$ cat config.mk
export PLATFORM = sky130hd
export DESIGN_NAME = msadc_seq
export DESIGN_NICKNAME = d
export VERILOG_FILES = /design/src/rtl/msadc_pkg.sv /design/src/rtl/msadc_sync.sv /design/src/rtl/msadc_pattern.sv /design/src/rtl/msadc_counter.sv /design/src/rtl/msadc_seq.sv
export SDC_FILE = /design/constraint.sdc
export NUM_CORES = 1
export LEC_CHECK = 0
export ABC_AREA = 0
export CAP_MARGIN = 20
export CORE_UTILIZATION = 40
export DETAILED_ROUTE_END_ITERATION = 16
export DONT_BUFFER_PORTS = 1
export SLEW_MARGIN = 25
export SYNTH_ARGS = -nofsm -noshare
export SYNTH_HDL_FRONTEND = slang
export SYNTH_HIERARCHICAL = 1
export SYNTH_SLANG_ARGS = --single-unit
$ cat constraint.sdc
create_clock -name clk -period 4.38 [get_ports clk]
set_input_delay 0.219 -clock clk [delete_from_list [all_inputs] [get_ports clk]]
set_output_delay 0.219 -clock clk [all_outputs]
set_load 0.01 [all_outputs]
$ cat src/rtl/msadc_pkg.sv
package msadc_pkg;
  typedef enum logic [1:0] {DRV_OFF = 2'd0, DRV_POS = 2'd1, DRV_NEG = 2'd2} drv_e;
  typedef enum logic [2:0] {
    ST_IDLE = 3'd0, ST_DEAD = 3'd1, ST_RUN = 3'd2,
    ST_FAST = 3'd3, ST_SLOW = 3'd4, ST_DONE = 3'd5
  } st_e;
  typedef struct packed {
    st_e  st;
    drv_e drv;
    logic lo;
    st_e  pst;
    drv_e pdrv;
    logic plo;
  } move_t;
endpackage

$ cat src/rtl/msadc_sync.sv
module msadc_sync #(
  parameter int STAGES = 2
) (
  input  logic clk,
  input  logic rst,
  input  logic d,
  output logic q
);
  logic [STAGES-1:0] sh;
  always_ff @(posedge clk) begin
    if (rst) sh <= '0;
    else     sh <= {sh[STAGES-2:0], d};
  end
  assign q = sh[STAGES-1];
endmodule

$ cat src/rtl/msadc_pattern.sv
module msadc_pattern
  import msadc_pkg::*;
#(
  parameter int PH_W = 16
) (
  input  logic [1:0]      idx,
  input  logic            three_step,
  input  logic            cmp_hi,
  input  logic [PH_W-1:0] phase_len,
  output drv_e            drv,
  output logic [PH_W-1:0] len,
  output logic            last
);
  drv_e            steer;
  logic [PH_W-1:0] half;
  assign steer = cmp_hi ? DRV_POS : DRV_NEG;
  assign half  = phase_len >> 1;

  always_comb begin
    drv  = steer;
    len  = phase_len;
    last = 1'b0;
    if (three_step) begin
      case (idx)
        2'd0:    begin drv = DRV_POS; len = half; end
        2'd1:    begin drv = DRV_NEG; len = half; end
        default: begin drv = steer;   last = 1'b1; end
      endcase
    end else begin
      case (idx)
        2'd0:    drv = DRV_POS;
        2'd2:    drv = DRV_NEG;
        2'd3:    last = 1'b1;
        default: drv = steer;
      endcase
    end
  end
endmodule

$ cat src/rtl/msadc_counter.sv
module msadc_counter #(
  parameter int W = 8
) (
  input  logic         clk,
  input  logic         rst,
  input  logic         clr,
  input  logic         inc,
  output logic [W-1:0] q
);
  always_ff @(posedge clk) begin
    if (rst)      q <= '0;
    else if (clr) q <= {{(W-1){1'b0}}, inc};
    else if (inc) q <= q + 1'b1;
  end
endmodule

$ cat src/rtl/msadc_seq.sv
module msadc_seq
  import msadc_pkg::*;
#(
  parameter int CYC_W       = 20,
  parameter int PH_W        = 16,
  parameter int DT_W        = 8,
  parameter int RD_W        = 16,
  parameter int SYNC_STAGES = 2
) (
  input  logic               clk,
  input  logic               rst,
  input  logic               start,
  input  logic               cmp_in,
  input  logic [CYC_W-1:0]   cfg_cycles,
  input  logic [PH_W-1:0]    cfg_phase_len,
  input  logic [DT_W-1:0]    cfg_dead,
  input  logic               cfg_three_step,
  input  logic               cfg_slow_en,
  input  logic [RD_W-1:0]    cfg_rd_max,
  output logic               sw_pos,
  output logic               sw_neg,
  output logic               sw_lo,
  output logic               done,
  output logic [CYC_W+1:0]   up_cnt,
  output logic [CYC_W+1:0]   dn_cnt,
  output logic [RD_W-1:0]    fast_cnt,
  output logic [RD_W-1:0]    slow_cnt,
  output logic               timeout
);
  localparam int CNT_W = CYC_W + 2;
  localparam int TM_W  = (PH_W > DT_W) ? PH_W : DT_W;

  // state
  st_e              st_r, nxt_st, pst_r, nxt_pst;
  drv_e             drv_r, nxt_drv, pdrv_r, nxt_pdrv;
  logic             lo_r, nxt_lo, plo_r, nxt_plo;
  logic [TM_W-1:0]  tmr_r, nxt_tmr;
  logic [1:0]       idx_r, nxt_idx, nidx, pat_idx;
  logic [CYC_W-1:0] cyc_r, nxt_cyc;
  logic [PH_W-1:0]  len_r, nxt_len;
  logic             last_r, nxt_last;
  logic [RD_W-1:0]  fc_r, nxt_fc, sc_r, nxt_sc;
  logic             c0_r, nxt_c0, to_r, nxt_to;

  logic             cmp_s;
  drv_e             pat_drv;
  logic [PH_W-1:0]  pat_len;
  logic             pat_last;
  logic             cnt_clr;
  logic [1:0]       cnt_inc;
  logic [CNT_W-1:0] cnt_q [2];
  logic             take;
  move_t            mv;

  logic [TM_W:0]    tmr_inc;
  logic [CYC_W:0]   cyc_inc;
  logic [RD_W:0]    fc_inc, sc_inc;
  logic             use_dead;

  msadc_sync #(.STAGES(SYNC_STAGES)) u_sync (
    .clk(clk), .rst(rst), .d(cmp_in), .q(cmp_s)
  );

  // next phase lookup: index 0 when starting, else successor of current
  assign nidx    = last_r ? 2'd0 : idx_r + 2'd1;
  assign pat_idx = (st_r == ST_IDLE) ? 2'd0 : nidx;

  msadc_pattern #(.PH_W(PH_W)) u_pat (
    .idx(pat_idx), .three_step(cfg_three_step), .cmp_hi(cmp_s),
    .phase_len(cfg_phase_len), .drv(pat_drv), .len(pat_len), .last(pat_last)
  );

  // index 0 counts positive phases, index 1 negative phases
  for (genvar g = 0; g < 2; g++) begin : g_cnt
    msadc_counter #(.W(CNT_W)) u_cnt (
      .clk(clk), .rst(rst), .clr(cnt_clr), .inc(cnt_inc[g]), .q(cnt_q[g])
    );
  end

  assign tmr_inc  = {1'b0, tmr_r} + 1'b1;
  assign cyc_inc  = {1'b0, cyc_r} + 1'b1;
  assign fc_inc   = {1'b0, fc_r} + 1'b1;
  assign sc_inc   = {1'b0, sc_r} + 1'b1;
  assign use_dead = (cfg_dead != '0);

  // move to a new drive, inserting an open interval when the drive changes
  function automatic move_t plan_move(drv_e cur, logic cur_lo, drv_e tgt,
                                      logic tgt_lo, st_e tgt_st, logic dead_on);
    move_t m;
    m.pst  = tgt_st;
    m.pdrv = tgt;
    m.plo  = tgt_lo;
    if (dead_on && cur != DRV_OFF && (tgt != cur || tgt_lo != cur_lo)) begin
      m.st = ST_DEAD; m.drv = DRV_OFF; m.lo = 1'b0;
    end else begin
      m.st = tgt_st;  m.drv = tgt;     m.lo = tgt_lo;
    end
    return m;
  endfunction

  always_comb begin
    nxt_st = st_r;   nxt_drv = drv_r;   nxt_lo = lo_r;
    nxt_pst = pst_r; nxt_pdrv = pdrv_r; nxt_plo = plo_r;
    nxt_tmr = tmr_r; nxt_idx = idx_r;   nxt_cyc = cyc_r;
    nxt_len = len_r; nxt_last = last_r;
    nxt_fc = fc_r;   nxt_sc = sc_r;     nxt_c0 = c0_r; nxt_to = to_r;
    cnt_clr = 1'b0;  cnt_inc = 2'b00;   take = 1'b0;
    mv = plan_move(drv_r, lo_r, drv_r, lo_r, st_r, 1'b0);
    case (st_r)
      ST_IDLE: begin
        if (start) begin
          nxt_idx = 2'd0; nxt_cyc = '0; nxt_fc = '0; nxt_sc = '0; nxt_to = 1'b0;
          nxt_len = pat_len; nxt_last = pat_last;
          cnt_clr = 1'b1;
          cnt_inc = {pat_drv == DRV_NEG, pat_drv == DRV_POS};
          mv = plan_move(drv_r, lo_r, pat_drv, 1'b0, ST_RUN, use_dead);
          take = 1'b1;
        end
      end
      ST_DEAD: begin
        if (tmr_inc >= {{(TM_W+1-DT_W){1'b0}}, cfg_dead}) begin
          nxt_st = pst_r; nxt_drv = pdrv_r; nxt_lo = plo_r; nxt_tmr = '0;
        end else begin
          nxt_tmr = tmr_inc[TM_W-1:0];
        end
      end
      ST_RUN: begin
        if (tmr_inc >= {{(TM_W+1-PH_W){1'b0}}, len_r}) begin
          if (last_r && cyc_inc >= {1'b0, cfg_cycles}) begin
            nxt_c0 = cmp_s;
            nxt_fc = '0;
            mv = plan_move(drv_r, lo_r, cmp_s ? DRV_POS : DRV_NEG, 1'b0,
                           ST_FAST, use_dead);
          end else begin
            nxt_idx = nidx;
            if (last_r) nxt_cyc = cyc_inc[CYC_W-1:0];
            nxt_len = pat_len; nxt_last = pat_last;
            cnt_inc = {pat_drv == DRV_NEG, pat_drv == DRV_POS};
            mv = plan_move(drv_r, lo_r, pat_drv, 1'b0, ST_RUN, use_dead);
          end
          take = 1'b1;
        end else begin
          nxt_tmr = tmr_inc[TM_W-1:0];
        end
      end
      ST_FAST: begin
        nxt_fc = fc_inc[RD_W-1:0];
        if (cmp_s != c0_r) begin
          if (cfg_slow_en) begin
            nxt_sc = '0;
            mv = plan_move(drv_r, lo_r, c0_r ? DRV_NEG : DRV_POS, 1'b1,
                           ST_SLOW, use_dead);
            take = 1'b1;
          end else begin
            nxt_st = ST_DONE; nxt_drv = DRV_OFF; nxt_lo = 1'b0;
          end
        end else if (fc_inc >= {1'b0, cfg_rd_max}) begin
          nxt_to = 1'b1;
          nxt_st = ST_DONE; nxt_drv = DRV_OFF; nxt_lo = 1'b0;
        end
      end
      ST_SLOW: begin
        nxt_sc = sc_inc[RD_W-1:0];
        if (cmp_s == c0_r) begin
          nxt_st = ST_DONE; nxt_drv = DRV_OFF; nxt_lo = 1'b0;
        end else if (sc_inc >= {1'b0, cfg_rd_max}) begin
          nxt_to = 1'b1;
          nxt_st = ST_DONE; nxt_drv = DRV_OFF; nxt_lo = 1'b0;
        end
      end
      default: nxt_st = ST_IDLE;
    endcase
    if (take) begin
      nxt_st = mv.st;   nxt_drv = mv.drv;   nxt_lo = mv.lo;
      nxt_pst = mv.pst; nxt_pdrv = mv.pdrv; nxt_plo = mv.plo;
      nxt_tmr = '0;
    end
  end

  always_ff @(posedge clk) begin
    if (rst) begin
      st_r <= ST_IDLE;  pst_r <= ST_IDLE;
      drv_r <= DRV_OFF; pdrv_r <= DRV_OFF;
      lo_r <= 1'b0;     plo_r <= 1'b0;
      tmr_r <= '0; idx_r <= '0; cyc_r <= '0; len_r <= '0; last_r <= 1'b0;
      fc_r <= '0;  sc_r <= '0;  c0_r <= 1'b0; to_r <= 1'b0;
      sw_pos <= 1'b0; sw_neg <= 1'b0; sw_lo <= 1'b0; done <= 1'b0;
      up_cnt <= '0; dn_cnt <= '0; fast_cnt <= '0; slow_cnt <= '0; timeout <= 1'b0;
    end else begin
      st_r <= nxt_st;   pst_r <= nxt_pst;
      drv_r <= nxt_drv; pdrv_r <= nxt_pdrv;
      lo_r <= nxt_lo;   plo_r <= nxt_plo;
      tmr_r <= nxt_tmr; idx_r <= nxt_idx; cyc_r <= nxt_cyc;
      len_r <= nxt_len; last_r <= nxt_last;
      fc_r <= nxt_fc;   sc_r <= nxt_sc;   c0_r <= nxt_c0; to_r <= nxt_to;
      sw_pos <= (nxt_drv == DRV_POS);
      sw_neg <= (nxt_drv == DRV_NEG);
      sw_lo  <= nxt_lo;
      done   <= (st_r == ST_DONE);
      if (st_r == ST_DONE) begin
        up_cnt   <= cnt_q[0];
        dn_cnt   <= cnt_q[1];
        fast_cnt <= fc_r;
        slow_cnt <= sc_r;
        timeout  <= to_r;
      end
    end
  end
endmodule

==> metrics.txt, run 1 <==
crit path max fanout=8; sw frac=26.9%; CP delay by family, top=simple AND/OR/NAND/NOR gates; Max Cap Viol=0; number of distinct library cells after synthesis=86; Final Slew Violations=0; I/O pins=147; # port buffers=0; Sw Pwr=0.00134 W; Hold Path End=cyc_r[0]; CTS buffer count=27; total grt overflow=0; cells on worst reg2reg path=17; Worst setup SP type=flop; average wire per cell in the routed design=15.8 um; number of DRC markers in iteration 0=823; Syn Inst Count=1621; n_diodes=0; Int Pwr=0.00364 W; Die X=182 um; root buf cell=clkbuf_16; number of vias per cell=5.41; most used cell, CP=a221o_1; Tot GR Track Use=19.4%; full die area=33200 um^2; Clk pin slew, worst setup/hold paths=0.06 ns; CP peak stage delay=0.40 ns; Post-synth EDFFs=0; internal reg-to-reg setup slack=0.25 ns; H-tree depth=1; initial antenna violation count=1; vias in the first global route=10500; Synthesis Warnings=6; FP Rows=65; Buf+Inv Stages, Crit Path=1; DRC errors left=0; min cycle time layout=4.13 ns; TritonRoute pass-1 iters=5; clock sink count=227; Flop pwr share=43.3%; synthesis-to-layout area growth=13.4%; max_slew headroom=38.2%; arrival time worst endpoint=4.57 ns; slowest CP cell=a221o_1; core footprint=31800 um^2; RD Place Congestion=0.878; Fin Setup TNS=0 ns; crit path capture type=flop; clock buffer depth=3; f_max=242 MHz; RR Startpoint=cyc_r[0]; Gate power share=13.2%; Hold Path Depth=3; nets@finish=1780; final core occ=46.4%; final setup fails=0; largest net degree at the start of global routing=177; Peak VDD IR=286 uV; Pleak=5.91 nW; post-route clock period utilization=94.3%; Power Dens Cells=338 nW/um^2; Post-synth ARST share=0%; DP HPWL=22.8 mm; fin worst setup slack=0.248 ns; HP Start=start; ratio of cells with drive above 1 in the final layout=10.4%; net count after synthesis=1769; first-pass GRT wire length=53.7 mm; RR Endpoint=g_cnt[0].u_cnt/q[19]; CP Class=reg2reg; CTS tree=built; final clock skew=0.0118 ns; worst skew pair latency=0.55 ns; Final Instance Count excl. Fillers=2082; Initial Utilization=40.9%; fillers=3129; Clk pwr share=43.5%; Die H=182 um; Syn Area/Cell=8.02 um^2; worst path cell trace=ha_2 -> nand4_1 -> or2_2 -> xnor2_1 -> ha_1 -> and2_1 -> a221o_1 -> a221o_1 -> o21ai_2 -> nand2_2 -> o21ai_4 -> and3b_2 -> nand4_4 -> nor4_4 -> buf_4 -> a31oi_1 -> a41o_2; total wire length=32.9 mm; Seq cells post-synth=227; worst hold path class=in2reg; measured slew at the worst slew-check pin=0.928 ns; dpl ws=0.00897 ns; commonest register cell after synthesis=dfxtp_1; Final Hold Viols=0; sequential fraction of the synthesis area=35.0%; status=finished clean; placed insts=2008; Mapped Area=13000 um^2; DRT antenna net count=0; Via Count=11300; WP data required=4.82 ns
-- synth_stat cells, types with 19 or more instances --
| library cell | number | area, um^2 |
|---|---|---|
| clkbuf_1 | 69 | 259 |
| a21oi_1 | 173 | 866 |
| xor2_1 | 38 | 333 |
| a22oi_1 | 25 | 188 |
| xnor2_1 | 49 | 429 |
| mux2i_1 | 27 | 270 |
| nor2_1 | 153 | 574 |
| nand2_1 | 238 | 893 |
| dfxtp_1 | 227 | 4540 |
| a311oi_1 | 19 | 166 |
| nand4_1 | 29 | 181 |
| and3_1 | 21 | 131 |
| ha_1 | 82 | 1030 |
| inv_1 | 80 | 300 |
| nand3_1 | 49 | 245 |
| nor3_1 | 34 | 170 |
| o21ai_0 | 41 | 205 |
-- worst max-delay path by stage --
stage | start | end | slack [ns] | cells past startpoint
2_1_floorplan | cyc_r[0] | g_cnt[1].u_cnt/q[19] | 0.001 | 18
5_1_grt | sc_r[1] | sw_pos | -0.009 | 15
6_report | cyc_r[0] | g_cnt[0].u_cnt/q[19] | 0.25 | 17
3_3_place_gp | cyc_r[0] | g_cnt[0].u_cnt/q[21] | 0.11 | 16
3_5_place_dp | cyc_r[0] | g_cnt[0].u_cnt/q[19] | 0.009 | 16
4_1_cts | cyc_r[0] | g_cnt[1].u_cnt/q[21] | 0.03 | 16
-- layout make-up --
type	count	area (um^2)	area share, %
Clock buffer	36	759	5.15
Inverter	81	304	2.06
Multi-Input combinational cell	1215	7810	53.0
Clock inverter	8	91.3	0.620
Tap cell	435	544	3.69
Timing Repair Buffer	80	686	4.65
Sequential cell	227	4550	30.8
-- cell usage in the layout (no fill, tap or decap), types with 9 or more instances in the layout --
cell type        n
a211oi_1        14
a21oi_1        173
a22oi_1         25
nor4_1          10
nand2b_1         9
nor2b_1         10
mux2i_1         27
a21o_1          14
o21ai_0         40
dfxtp_1        225
clkbuf_16       27
xnor2_1         49
or3_1           10
xor2_1          38
a311oi_1        19
nand2_1        236
ha_1            79
and3_1          20
dlygate4sd3_1   26
inv_1           80
nor2_1         152
a31oi_1         15
nand3_1         47
nor3_1          32
buf_4           53
nand4_1         29
-- worst reg2reg max path, cell delays in order, from the launching register on --
cell and delay [ns]:
dfxtp_1 0.33, ha_2 0.24, nand4_1 0.17, or2_2 0.35
xnor2_1 0.13, ha_1 0.29, and2_1 0.17, a221o_1 0.30
a221o_1 0.40, o21ai_2 0.20, nand2_2 0.10, o21ai_4 0.15
and3b_2 0.29, nand4_4 0.16, nor4_4 0.24, buf_4 0.18
a31oi_1 0.09, a41o_2 0.24
-- layer usage --
metal / up-vias / part of all wire (%) / track usage [%]
li1: 5732 / - / -
met1: 5255 / 48 / 26.8
met2: 230 / 44 / 30.5
met3: 45 / 5.8 / 4.07
met4: 0 / 2.3 / 5.11
met5: - / 0 / 0
-- cells by family after synthesis --
kind of cell | count (synthesis) | synth area share, %
AOI/OAI and AO/OA | 375 | 18.2
xor gates and xnor gates | 87 | 5.86
adders and majority gates | 82 | 7.89
buffers and inverters | 179 | 5.87
DFF | 227 | 35.0
muxes | 43 | 3.70
and+or+nand+nor | 628 | 23.5
-- state kept, by name (all words and copies together), names as in the netlist, 2 cells and up --
signal,cells
cyc_r,20
dn_cnt,22
drv_r,2
fast_cnt,16
fc_r,16
g_cnt.u_cnt/q,44
idx_r,2
len_r,16
pdrv_r,2
pst_r,3
sc_r,16
slow_cnt,16
st_r,3
tmr_r,16
u_sync/sh,2
up_cnt,22
-- repair_timing --
item / CTS / global route
buffers inserted: 0 / 3
setup endpoints to repair: 2 / 33
hold endpoints to repair: 171 / 0
pin swaps: 1 / 5
gates resized for setup: 0 / 13
cloned: 0 / 0
hold buffers: 27 / 0
-- power groups by stage --
stage | Combinational, W | Clock (W) | Sequential [W]
2_1_floorplan | 0.000468 | 0 | 0.00217
3_3_place_gp | 0.000589 | 0 | 0.00220
3_5_place_dp | 0.000593 | 0 | 0.00220
4_1_cts | 0.000648 | 0.00223 | 0.00215
5_1_grt | 0.000730 | 0.00231 | 0.00216
6_report | 0.000658 | 0.00217 | 0.00215
-- per-stage QoR --
stage,hold slack (ns),total power [W],instance area (um^2)
after floorplan,0.291,0.00264,13100
after global placement,0.300,0.00279,13500
after detailed placement,0.303,0.00279,13500
after CTS,0.0217,0.00504,14700
after global routing,0.0689,0.00520,14700
final,0.0619,0.00498,14700
Note: power is estimated with default switching activity, not from simulation.
==> run 2: changes to the inputs <==
--- a/config.mk
+++ b/config.mk
@@ -10,6 +10,7 @@
 export CORE_UTILIZATION = 40
 export DETAILED_ROUTE_END_ITERATION = 16
 export DONT_BUFFER_PORTS = 1
+export MAX_ROUTING_LAYER = met4
 export SLEW_MARGIN = 25
 export SYNTH_ARGS = -nofsm -noshare
 export SYNTH_HDL_FRONTEND = slang
==> constraint.sdc (replaced) <==
create_clock -name clk -period 4.38 [get_ports clk]
set_input_delay 0.219 -clock clk [delete_from_list [all_inputs] [get_ports clk]]
set_output_delay 0.219 -clock clk [all_outputs]
set_load 0.1 [all_outputs]
==> metrics.txt, run 2 (same netlist as run 1, synthesis figures left out) <==
DRT antenna net count=0; ratio of cells with drive above 1 in the final layout=10.7%; FP Rows=65; root buf cell=clkbuf_16; largest net degree at the start of global routing=177; fin worst setup slack=0.224 ns; grt met1 use=27.0%; Max Cap Viol=0; most used cell, CP=a221o_1; leading cell type in the layout, fill and taps excluded=nand2_1; initial antenna violation count=0; Worst setup SP type=flop; arrival time worst endpoint=4.60 ns; Clk pwr share=45.4%; biggest regs=g_cnt.u_cnt/q: 44 flops, dn_cnt: 22 flops, up_cnt: 22 flops; Final Hold Viols=0; CP Class=reg2reg; f_max=241 MHz; Peak VDD IR=283 uV; Initial Utilization=40.9%; Fin Setup TNS=0 ns; max FFs per register=44; sw frac=26.8%; CP delay by family, top=simple AND/OR/NAND/NOR gates; Top Usage Layer GRT=met2; clock sink count=227; synthesis-to-layout area growth=14.1%; Tot GR Track Use=20.1%; most frequent cells in the layout=nand2_1, dfxtp_1, a21oi_1, nor2_1, inv_1; total wire length=33.3 mm; I/O pins=147; WP data required=4.83 ns; n_diodes=0; core footprint=31800 um^2; design area=14800 um^2; slowest CP cell=a221o_1; worst skew pair latency=0.55 ns; crit path capture type=flop; worst path cell trace=ha_2 -> nand4_1 -> or2_2 -> xnor2_1 -> ha_1 -> and2_1 -> a221o_1 -> a221o_1 -> o21ai_2 -> nand2_2 -> o21ai_4 -> and3b_2 -> nand4_4 -> nor4_4 -> buf_4 -> a31oi_1 -> a41o_2; max_slew headroom=29.4%; GR Util met3=3.87%; final core occ=46.6%; measured slew at the worst slew-check pin=1.06 ns; final clock skew=0.0317 ns; first-pass GRT wire length=54.0 mm; number of vias per cell=5.45; crit path max fanout=8; final setup fails=0; Flop pwr share=41.7%; post-route clock period utilization=94.9%; min cycle time layout=4.16 ns; Die X=182 um; M2 GR Usage=30.8%; total grt overflow=0; H-tree depth=1; Gate power share=13.0%; Final Power=0.00521 W; Buf+Inv Stages, Crit Path=1; nets@finish=1775; Via Count=11400; DP Area=13500 um^2; DP HPWL=23.1 mm; Power Dens Cells=351 nW/um^2; CTS buffer count=26; clock buffer depth=3; Int Pwr=0.00382 W; TritonRoute pass-1 iters=5; Pleak=5.93 nW; full die area=33200 um^2; dpl ws=0.0106 ns; Sw Pwr=0.00140 W; # port buffers=0; status=finished clean; Clk pin slew, worst setup/hold paths=0.07 ns; CTS tree=built; average wire per cell in the routed design=16.0 um; DRC errors left=0; RD Place Congestion=0.902; CP peak stage delay=0.41 ns; Largest Register=g_cnt.u_cnt/q; Final Slew Violations=0; number of DRC markers in iteration 0=803; Die H=182 um; worst hold path class=in2reg; vias in the first global route=10500
-- run 2: power groups by stage --
stage               sequential (W)  clock (W)  combinational [W]
global route               0.00218    0.00251           0.000744
global placement           0.00222          0           0.000603
floorplan                  0.00220          0           0.000468
finish                     0.00217    0.00236           0.000675
detailed placement         0.00221          0           0.000611
CTS                        0.00217    0.00242           0.000663
-- run 2: final cells by class --
class / instances / area [um^2]
clock buffers: 34 / 711
inverters: 81 / 304
repair buffers: 76 / 658
flip-flops and latches: 227 / 4550
clock inverters: 14 / 236
well taps: 435 / 544
multi-input cells: 1215 / 7830
fillers: 3143 / 17000
-- run 2: tightest hold or removal path, delay by kind of cell --
family | cells | cell delay (ns)
AOI/OAI and AO/OA | 1 | 0.09
and+or+nand+nor | 2 | 0.27
-- run 2: final timing paths --
kind / start / slack, ns / end / cells after the start
setup reg to reg: cyc_r[0] / 0.22 / g_cnt[0].u_cnt/q[21] / 17
setup / recovery: cyc_r[0] / 0.22 / g_cnt[0].u_cnt/q[21] / 17
hold / removal: start / 0.07 / cyc_r[0] / 3
hold reg to reg: u_sync/sh[0] / 0.46 / u_sync/sh[1] / 1
-- run 2: repair_timing --
item	in CTS	in global routing
pin swaps	1	8
endpoints found under the hold margin	171	0
setup endpoints to repair	2	41
hold buffers	23	0
gates resized for setup	0	15
buffers inserted	0	5
-- run 2: metrics by stage --
step           std cells  hold slack (ns)
6_report            2082           0.0703
5_1_grt             2082           0.0842
4_1_cts             2077           0.0379
3_5_place_dp        2006            0.302
3_3_place_gp        2006            0.300
2_1_floorplan       1621            0.291
-- run 2: metal layers --
metal	vias up	part of all wire, %
met4	0	2.1
li1	5735	-
met3	47	6.0
met2	272	44
met5	-	0
met1	5297	48
